`src/rtl/pio_pkg.sv`:
```
package pio_pkg;
  localparam int NREG = 7;

  typedef enum logic [2:0] {
    RG_D1   = 3'd0,
    RG_T1   = 3'd1,
    RG_D2   = 3'd2,
    RG_T2   = 3'd3,
    RG_GIE  = 3'd4,
    RG_ISR  = 3'd5,
    RG_IER  = 3'd6,
    RG_NONE = 3'd7
  } reg_e;

  localparam logic [11:0] OFS_D1  = 12'h000;
  localparam logic [11:0] OFS_T1  = 12'h004;
  localparam logic [11:0] OFS_D2  = 12'h008;
  localparam logic [11:0] OFS_T2  = 12'h00C;
  localparam logic [11:0] OFS_GIE = 12'h11C;
  localparam logic [11:0] OFS_ISR = 12'h120;
  localparam logic [11:0] OFS_IER = 12'h128;

  function automatic reg_e decode(input logic [11:0] a);
    case (a & 12'hFFC)
      OFS_D1:  return RG_D1;
      OFS_T1:  return RG_T1;
      OFS_D2:  return RG_D2;
      OFS_T2:  return RG_T2;
      OFS_GIE: return RG_GIE;
      OFS_ISR: return RG_ISR;
      OFS_IER: return RG_IER;
      default: return RG_NONE;
    endcase
  endfunction

  function automatic logic [31:0] byte_merge(input logic [31:0] old_v,
                                             input logic [31:0] new_v,
                                             input logic [3:0]  strb);
    logic [31:0] r;
    for (int b = 0; b < 4; b++)
      r[8*b +: 8] = strb[b] ? new_v[8*b +: 8] : old_v[8*b +: 8];
    return r;
  endfunction
endpackage

```
`src/rtl/pio_axil.sv`:
```
module pio_axil
  import pio_pkg::*;
#(
  parameter int ADDR_W = 12
) (
  input  logic                   clk,
  input  logic                   rst_n,
  input  logic [ADDR_W-1:0]      awaddr,
  input  logic                   awvalid,
  output logic                   awready,
  input  logic                   wvalid,
  output logic                   wready,
  output logic [1:0]             bresp,
  output logic                   bvalid,
  input  logic                   bready,
  input  logic [ADDR_W-1:0]      araddr,
  input  logic                   arvalid,
  output logic                   arready,
  output logic [31:0]            rdata,
  output logic [1:0]             rresp,
  output logic                   rvalid,
  input  logic                   rready,
  input  logic [NREG-1:0][31:0]  rd_vals,
  output logic [NREG-1:0]        wr_sel
);
  logic        bvalid_q, bvalid_d;
  logic        rvalid_q, rvalid_d;
  logic [31:0] rdata_q, rdata_d;
  logic        wr_fire, rd_fire;
  reg_e        wr_idx, rd_idx;

  assign wr_fire = awvalid && wvalid && !bvalid_q;
  assign rd_fire = arvalid && !rvalid_q;
  assign wr_idx  = decode(awaddr[11:0]);
  assign rd_idx  = decode(araddr[11:0]);

  always_comb begin
    for (int i = 0; i < NREG; i++)
      wr_sel[i] = wr_fire && (wr_idx == reg_e'(i));
  end

  always_comb begin
    bvalid_d = bvalid_q;
    if (wr_fire)     bvalid_d = 1'b1;
    else if (bready) bvalid_d = 1'b0;

    rvalid_d = rvalid_q;
    rdata_d  = rdata_q;
    if (rd_fire) begin
      rvalid_d = 1'b1;
      rdata_d  = (rd_idx == RG_NONE) ? 32'h0 : rd_vals[rd_idx];
    end else if (rready) begin
      rvalid_d = 1'b0;
    end
  end

  always_ff @(posedge clk or negedge rst_n) begin
    if (!rst_n) begin
      bvalid_q <= 1'b0;
      rvalid_q <= 1'b0;
      rdata_q  <= 32'h0;
    end else begin
      bvalid_q <= bvalid_d;
      rvalid_q <= rvalid_d;
      rdata_q  <= rdata_d;
    end
  end

  assign awready = wr_fire;
  assign wready  = wr_fire;
  assign bvalid  = bvalid_q;
  assign bresp   = 2'b00;
  assign arready = !rvalid_q;
  assign rvalid  = rvalid_q;
  assign rdata   = rdata_q;
  assign rresp   = 2'b00;
endmodule

```
`src/rtl/pio_bank.sv`:
```
module pio_bank
  import pio_pkg::*;
#(
  parameter int          W        = 8,
  parameter bit          PRESENT  = 1'b1,
  parameter logic [31:0] DATA_RST = 32'h0,
  parameter logic [31:0] DIR_RST  = 32'hFFFF_FFFF
) (
  input  logic         clk,
  input  logic         rst_n,
  input  logic         wr_dat,
  input  logic         wr_dir,
  input  logic [31:0]  wdata,
  input  logic [3:0]   wstrb,
  input  logic [W-1:0] pin_in,
  output logic [W-1:0] pin_out,
  output logic [W-1:0] pin_dir,
  output logic [31:0]  dat_rd,
  output logic [31:0]  dir_rd,
  output logic         chg
);
  if (PRESENT) begin : g_bank
    logic [W-1:0] dat_q, dat_d, dir_q, dir_d;
    logic [W-1:0] s1_q, s2_q, s3_q;
    logic [31:0]  dat_m, dir_m;

    assign dat_m = byte_merge(32'(dat_q), wdata, wstrb);
    assign dir_m = byte_merge(32'(dir_q), wdata, wstrb);

    always_comb begin
      dat_d = dat_q;
      dir_d = dir_q;
      if (wr_dat) dat_d = dat_m[W-1:0];
      if (wr_dir) dir_d = dir_m[W-1:0];
    end

    always_ff @(posedge clk or negedge rst_n) begin
      if (!rst_n) begin
        dat_q <= DATA_RST[W-1:0];
        dir_q <= DIR_RST[W-1:0];
        s1_q  <= '0;
        s2_q  <= '0;
        s3_q  <= '0;
      end else begin
        if (wr_dat) dat_q <= dat_d;
        if (wr_dir) dir_q <= dir_d;
        s1_q <= pin_in;
        s2_q <= s1_q;
        s3_q <= s2_q;
      end
    end

    assign pin_out = dat_q;
    assign pin_dir = dir_q;
    assign dat_rd  = 32'((dir_q & s2_q) | (~dir_q & dat_q));
    assign dir_rd  = 32'(dir_q);
    assign chg     = |((s2_q ^ s3_q) & dir_q);
  end else begin : g_absent
    assign pin_out = '0;
    assign pin_dir = '1;
    assign dat_rd  = 32'h0;
    assign dir_rd  = 32'h0;
    assign chg     = 1'b0;
  end
endmodule

```
`src/rtl/pio_irq.sv`:
```
module pio_irq (
  input  logic       clk,
  input  logic       rst_n,
  input  logic [1:0] chg,
  input  logic       wr_gie,
  input  logic       wr_isr,
  input  logic       wr_ier,
  input  logic [1:0] wbits,
  input  logic       wstrb0,
  output logic       gie,
  output logic [1:0] isr,
  output logic [1:0] ier,
  output logic       irq
);
  logic       gie_q, gie_d;
  logic [1:0] isr_q, isr_d, ier_q, ier_d, clr;

  always_comb begin
    gie_d = gie_q;
    ier_d = ier_q;
    clr   = 2'b00;
    if (wr_gie && wstrb0) gie_d = wbits[0];
    if (wr_ier && wstrb0) ier_d = wbits;
    if (wr_isr && wstrb0) clr   = wbits;
    isr_d = (isr_q & ~clr) | chg;
  end

  always_ff @(posedge clk or negedge rst_n) begin
    if (!rst_n) begin
      gie_q <= 1'b0;
      isr_q <= 2'b00;
      ier_q <= 2'b00;
    end else begin
      gie_q <= gie_d;
      isr_q <= isr_d;
      ier_q <= ier_d;
    end
  end

  assign gie = gie_q;
  assign isr = isr_q;
  assign ier = ier_q;
  assign irq = gie_q && |(isr_q & ier_q);
endmodule

```
`src/rtl/pio_top.sv`:
```
module pio_top
  import pio_pkg::*;
#(
  parameter bit          DUAL    = 1'b1,
  parameter bit          HAS_IRQ = 1'b1,
  parameter int          W1      = 8,
  parameter int          W2      = 12,
  parameter logic [31:0] D1_RST  = 32'h0000_00A5,
  parameter logic [31:0] T1_RST  = 32'hFFFF_FFFF,
  parameter logic [31:0] D2_RST  = 32'h0000_0A5A,
  parameter logic [31:0] T2_RST  = 32'h0000_0F0F,
  parameter int          ADDR_W  = 12
) (
  input  logic              clk,
  input  logic              rst_n,
  input  logic [ADDR_W-1:0] awaddr,
  input  logic              awvalid,
  output logic              awready,
  input  logic [31:0]       wdata,
  input  logic [3:0]        wstrb,
  input  logic              wvalid,
  output logic              wready,
  output logic [1:0]        bresp,
  output logic              bvalid,
  input  logic              bready,
  input  logic [ADDR_W-1:0] araddr,
  input  logic              arvalid,
  output logic              arready,
  output logic [31:0]       rdata,
  output logic [1:0]        rresp,
  output logic              rvalid,
  input  logic              rready,
  input  logic [W1-1:0]     b1_in,
  output logic [W1-1:0]     b1_out,
  output logic [W1-1:0]     b1_dir,
  input  logic [W2-1:0]     b2_in,
  output logic [W2-1:0]     b2_out,
  output logic [W2-1:0]     b2_dir,
  output logic              irq
);
  logic [1:0]            rst_sync_q;
  logic                  lrst_n;
  logic [NREG-1:0]       wr_sel;
  logic [NREG-1:0][31:0] rd_vals;
  logic [31:0]           d1_rd, t1_rd, d2_rd, t2_rd;
  logic [1:0]            chg;
  logic                  gie;
  logic [1:0]            isr, ier;

  always_ff @(posedge clk or negedge rst_n) begin
    if (!rst_n) rst_sync_q <= 2'b00;
    else        rst_sync_q <= {rst_sync_q[0], 1'b1};
  end
  assign lrst_n = rst_sync_q[1];

  pio_axil #(.ADDR_W(ADDR_W)) axil_i (
    .clk(clk), .rst_n(lrst_n),
    .awaddr(awaddr), .awvalid(awvalid), .awready(awready),
    .wvalid(wvalid), .wready(wready),
    .bresp(bresp), .bvalid(bvalid), .bready(bready),
    .araddr(araddr), .arvalid(arvalid), .arready(arready),
    .rdata(rdata), .rresp(rresp), .rvalid(rvalid), .rready(rready),
    .rd_vals(rd_vals), .wr_sel(wr_sel)
  );

  pio_bank #(.W(W1), .PRESENT(1'b1), .DATA_RST(D1_RST), .DIR_RST(T1_RST)) bank1_i (
    .clk(clk), .rst_n(lrst_n),
    .wr_dat(wr_sel[RG_D1]), .wr_dir(wr_sel[RG_T1]),
    .wdata(wdata), .wstrb(wstrb),
    .pin_in(b1_in), .pin_out(b1_out), .pin_dir(b1_dir),
    .dat_rd(d1_rd), .dir_rd(t1_rd), .chg(chg[0])
  );

  pio_bank #(.W(W2), .PRESENT(DUAL), .DATA_RST(D2_RST), .DIR_RST(T2_RST)) bank2_i (
    .clk(clk), .rst_n(lrst_n),
    .wr_dat(wr_sel[RG_D2]), .wr_dir(wr_sel[RG_T2]),
    .wdata(wdata), .wstrb(wstrb),
    .pin_in(b2_in), .pin_out(b2_out), .pin_dir(b2_dir),
    .dat_rd(d2_rd), .dir_rd(t2_rd), .chg(chg[1])
  );

  if (HAS_IRQ) begin : g_irq
    pio_irq irq_i (
      .clk(clk), .rst_n(lrst_n), .chg(chg),
      .wr_gie(wr_sel[RG_GIE]), .wr_isr(wr_sel[RG_ISR]), .wr_ier(wr_sel[RG_IER]),
      .wbits(wdata[1:0]), .wstrb0(wstrb[0]),
      .gie(gie), .isr(isr), .ier(ier), .irq(irq)
    );
  end else begin : g_noirq
    assign gie = 1'b0;
    assign isr = 2'b00;
    assign ier = 2'b00;
    assign irq = 1'b0;
  end

  always_comb begin
    rd_vals         = '0;
    rd_vals[RG_D1]  = d1_rd;
    rd_vals[RG_T1]  = t1_rd;
    rd_vals[RG_D2]  = d2_rd;
    rd_vals[RG_T2]  = t2_rd;
    rd_vals[RG_GIE] = {31'h0, gie};
    rd_vals[RG_ISR] = {30'h0, isr};
    rd_vals[RG_IER] = {30'h0, ier};
  end
endmodule

```
`config.mk`:
```
export PLATFORM = sky130hd
export DESIGN_NAME = pio_top
export DESIGN_NICKNAME = d
export VERILOG_FILES = /design/src/rtl/pio_pkg.sv /design/src/rtl/pio_axil.sv /design/src/rtl/pio_bank.sv /design/src/rtl/pio_irq.sv /design/src/rtl/pio_top.sv
export SDC_FILE = /design/constraint.sdc
export NUM_CORES = 1
export LEC_CHECK = 0
export BUFFER_PORTS_ARGS = -buffer_cell sky130_fd_sc_hd__buf_2
export CAP_MARGIN = 20
export CORE_UTILIZATION = 34
export CTS_CLUSTER_SIZE = 10
export DETAILED_ROUTE_END_ITERATION = 16
export PLACE_DENSITY_LB_ADDON = 0.2
export SETUP_SLACK_MARGIN = 0.02
export SLEW_MARGIN = 20
export SYNTH_ARGS = -nofsm -noshare
export SYNTH_HDL_FRONTEND = slang
export SYNTH_SLANG_ARGS = --single-unit
```
`constraint.sdc`:
```
create_clock -name clk -period 9.2 [get_ports clk]
set_input_delay 2.76 -clock clk [delete_from_list [all_inputs] [get_ports clk]]
set_output_delay 2.76 -clock clk [all_outputs]
set_load 0.02 [all_outputs]
```
==> reports/summary.txt <==
Reg2reg setup slack: 6.92 ns
CTS root buffer: clkbuf_16
Clk pin slew, worst setup/hold paths: 0.05 ns
Sequential element share of the synthesized area: 0.587
WL/cell: 16.8 um
Starting DRT DRC Count: 120
Die X-Extent: 126 um
WL final: 12.0 mm
Fraction of registers with async set/reset: 1.00
Post-CTS Setup Bufs: 0
TritonCTS clock tree: done
Final nets: 604
Hold_buf cts: 0
Critical path's slowest cell: nor2_1
CTS Buffer Depth: 2
Slew @ Worst Pin: 1.00 ns
Yosys cell types: 59
Placed cell area: 5750 um^2
Worst path depth: 4
GRT Util Overall: 0.160
Inst Count DP: 682
Post-synth EDFFs: 0
CP Launch Type: input port
Status: finished clean
Setup Viol. Count Final: 0
Initial antenna violation count: 0
Pwr dens: 204 nW/um^2
Yosys top cell by area: dfrtp_1
Final Cycle Share: 0.675
Critical Path Fanout Max: 6
Critical path's top delay family: simple AND/OR/NAND/NOR gates
Post-layout minimum cycle time: 6.21 ns
Num CTS Buffers: 17
Mapped Cells: 406
Final Cell Area: 6350 um^2
Worst Reg-to-Reg Cells: 4
Tot Pwr: 1.29 mW
Utilization after layout: 0.430
Cell Area, Synth: 5210 um^2
CP Class: in2out
Final HPWL from detailed placement: 8.48 mm
Die ar.: 15800 um^2
Total grt overflow: 0
Residual DRC: 0
Worst Skew: 0.0128 ns
Antenna Cells: 0
FMAX: 161 MHz
RSZ-0062 raised after global routing: false
Max-slew violation count: 0
Slew HR: 0.327
Worst path required time: 6.44 ns
CORE AREA: 14800 um^2
Later-pin clock latency in the skew report: 0.42 ns
Area grow syn2layout: 21.9%
Critical Path End Type: output port
# resized after CTS: 0
RePlAce Congestion: 0.769
H-tree Lvls: 4
Via density: 4.92
Die height: 126 um
Fraction of layout cells with a size suffix above 1: 0.455
Starting Density: 0.353
Critical-path cell list: buf_2 > nand2_1 > nor2_1 > buf_2
Non-Filler Instances: 714
Syn avg cell area: 12.8 um^2
Worst min path class: reg2async
#FFs+latches synth: 121
Worst Path Arrival: 3.45 ns
Worst vdd ir: 0.000109 V
Worst Hold Slack: 0.336 ns
Max cap viols: 0
Pin count of the biggest net entering global routing: 76
First-pass GRT wire length: 18.7 mm
Worst Path Buf+Inv: 2
CTS sink count: 121
Primary FF master, synth: dfrtp_1
Routed via count: 3510
Synth area leaders: dfrtp_1 (46%), dfstp_2 (13%), mux2_2 (8.9%), buf_4 (6.6%), xor2_1 (3.4%)
Cell repeated most along the worst path: buf_2
Place WS: 2.97 ns
Setup ws final: 2.99 ns
Std-Cell Rows: 44
1st-pass router iterations: 5
Yosys warnings: 0
Final hold viol count: 0
Antenna viol nets, final: 0
Yosys top cell area share: 0.456
IO Port Bufs: 118
Ports: 169
Vias in the first global route: 3391
LEAKAGE: 3.05 nW
TNS Setup: 0 ns
Largest stage delay, worst path: 0.31 ns
[layer usage]
metal | track usage | vias up | wire, um
li1 | - | 1615 | -
met3 | 0.0421 | 19 | 669
met2 | 0.242 | 143 | 5430
met4 | 0.0794 | 0 | 231
met1 | 0.215 | 1733 | 5630
met5 | 0 | - | 0
[Yosys cell counts (2+ instances only)]
master	number
dfrtp_1	95
buf_4	46
mux2_2	41
o21ai_0	29
dfstp_2	26
xor2_1	20
nand2_1	17
nor2_1	13
inv_1	9
a22o_1	7
a22oi_1	7
nor3_1	7
nand2b_1	5
nand3_1	5
o31ai_1	5
a221o_1	4
nor3b_1	4
or3b_2	4
a21boi_1	3
nand4b_1	3
nor2b_1	3
o2111ai_1	3
a21boi_0	2
a21o_1	2
a221oi_1	2
and3b_1	2
buf_6	2
conb_1	2
nand4_1	2
nor3_2	2
nor3_4	2
o211ai_1	2
o21a_1	2
o21ai_2	2
o311ai_0	2
[worst register-to-register path, delay by kind of cell (launching register included)]
| family | cells | cell delay (ns) |
|---|---|---|
| DFF | 1 | 0.39 |
| muxes | 1 | 0.42 |
| and+or+nand+nor | 3 | 1.35 |
[placed cells by master (no fill, tap or decap), types with 3 or more instances in the layout]
master and instances:
nor2b_1 3, o2111ai_1 3, a22o_1 7, nor3_1 5, a21boi_1 3, nor3_2 4, dfstp_2 26, a221o_1 4
nor2_1 13, nand2_1 17, mux2_2 41, nand4b_1 3, nor3b_1 4, nand2b_1 5, dfrtp_1 94, nand3_1 5
buf_2 118, xor2_1 20, o31ai_1 5, clkbuf_16 17, inv_1 9, bufinv_16 3, a22oi_1 7, clkinv_2 8
conb_1 25, o21ai_0 29, or3b_2 4
[where the power goes]
part	internal (mW)	switching, mW	leakage (nW)
clock	0.428	0.233	0.299
combinational	0.0216	0.0432	1.31
sequential	0.552	0.0144	1.44
[layout make-up]
cell class                 instances  area, um^2
clock inverter                    14         155
sequential                       121        3060
tap                              184         230
multi-input combinational        248        1820
fill                            1379        8400
inverter                           9        33.8
timing repair buffer             120         606
clock buffer                      18         439
[flip-flops by register name, summed over array words and instances, names as in the netlist]
| signal | count |
|---|---|
| axil_i.bvalid | 1 |
| axil_i.rdata | 12 |
| axil_i.rvalid | 1 |
| bank1_i.g_bank.s1_q | 8 |
| bank1_i.g_bank.s2_q | 8 |
| bank1_i.g_bank.s3_q | 8 |
| bank1_i.pin_dir | 8 |
| bank1_i.pin_out | 8 |
| bank2_i.g_bank.s1_q | 12 |
| bank2_i.g_bank.s2_q | 12 |
| bank2_i.g_bank.s3_q | 12 |
| bank2_i.pin_dir | 12 |
| bank2_i.pin_out | 12 |
| g_irq.irq_i.gie | 1 |
| g_irq.irq_i.ier | 2 |
| g_irq.irq_i.isr | 2 |
| rst_sync_q | 2 |
[cell families (layout without fill, tap and decap cells)]
group                     after synthesis  count (layout)  synth area share
muxes                                  42              42            0.0905
xor gates and xnor gates               20              20            0.0336
DFF                                   121             121             0.587
and+or+nand+nor                        79              79            0.0941
buffers and inverters                  60             161            0.0814
AOI/OAI and AO/OA                      82              82             0.112
other                                   2              25           0.00144
[worst paths after layout]
check,start,to
max,awvalid,wready
min reg2reg,rst_sync_q[1],bank2_i.g_bank.s2_q[10]
min,rst_sync_q[1],bank2_i.g_bank.s2_q[10]
min in group clk,bank2_i.g_bank.s1_q[1],bank2_i.g_bank.s2_q[1]
max in group asynchronous,rst_n,rst_sync_q[1]
max reg2reg,axil_i.bvalid,bank1_i.pin_out[1]
(Power assumes the default switching activity.)
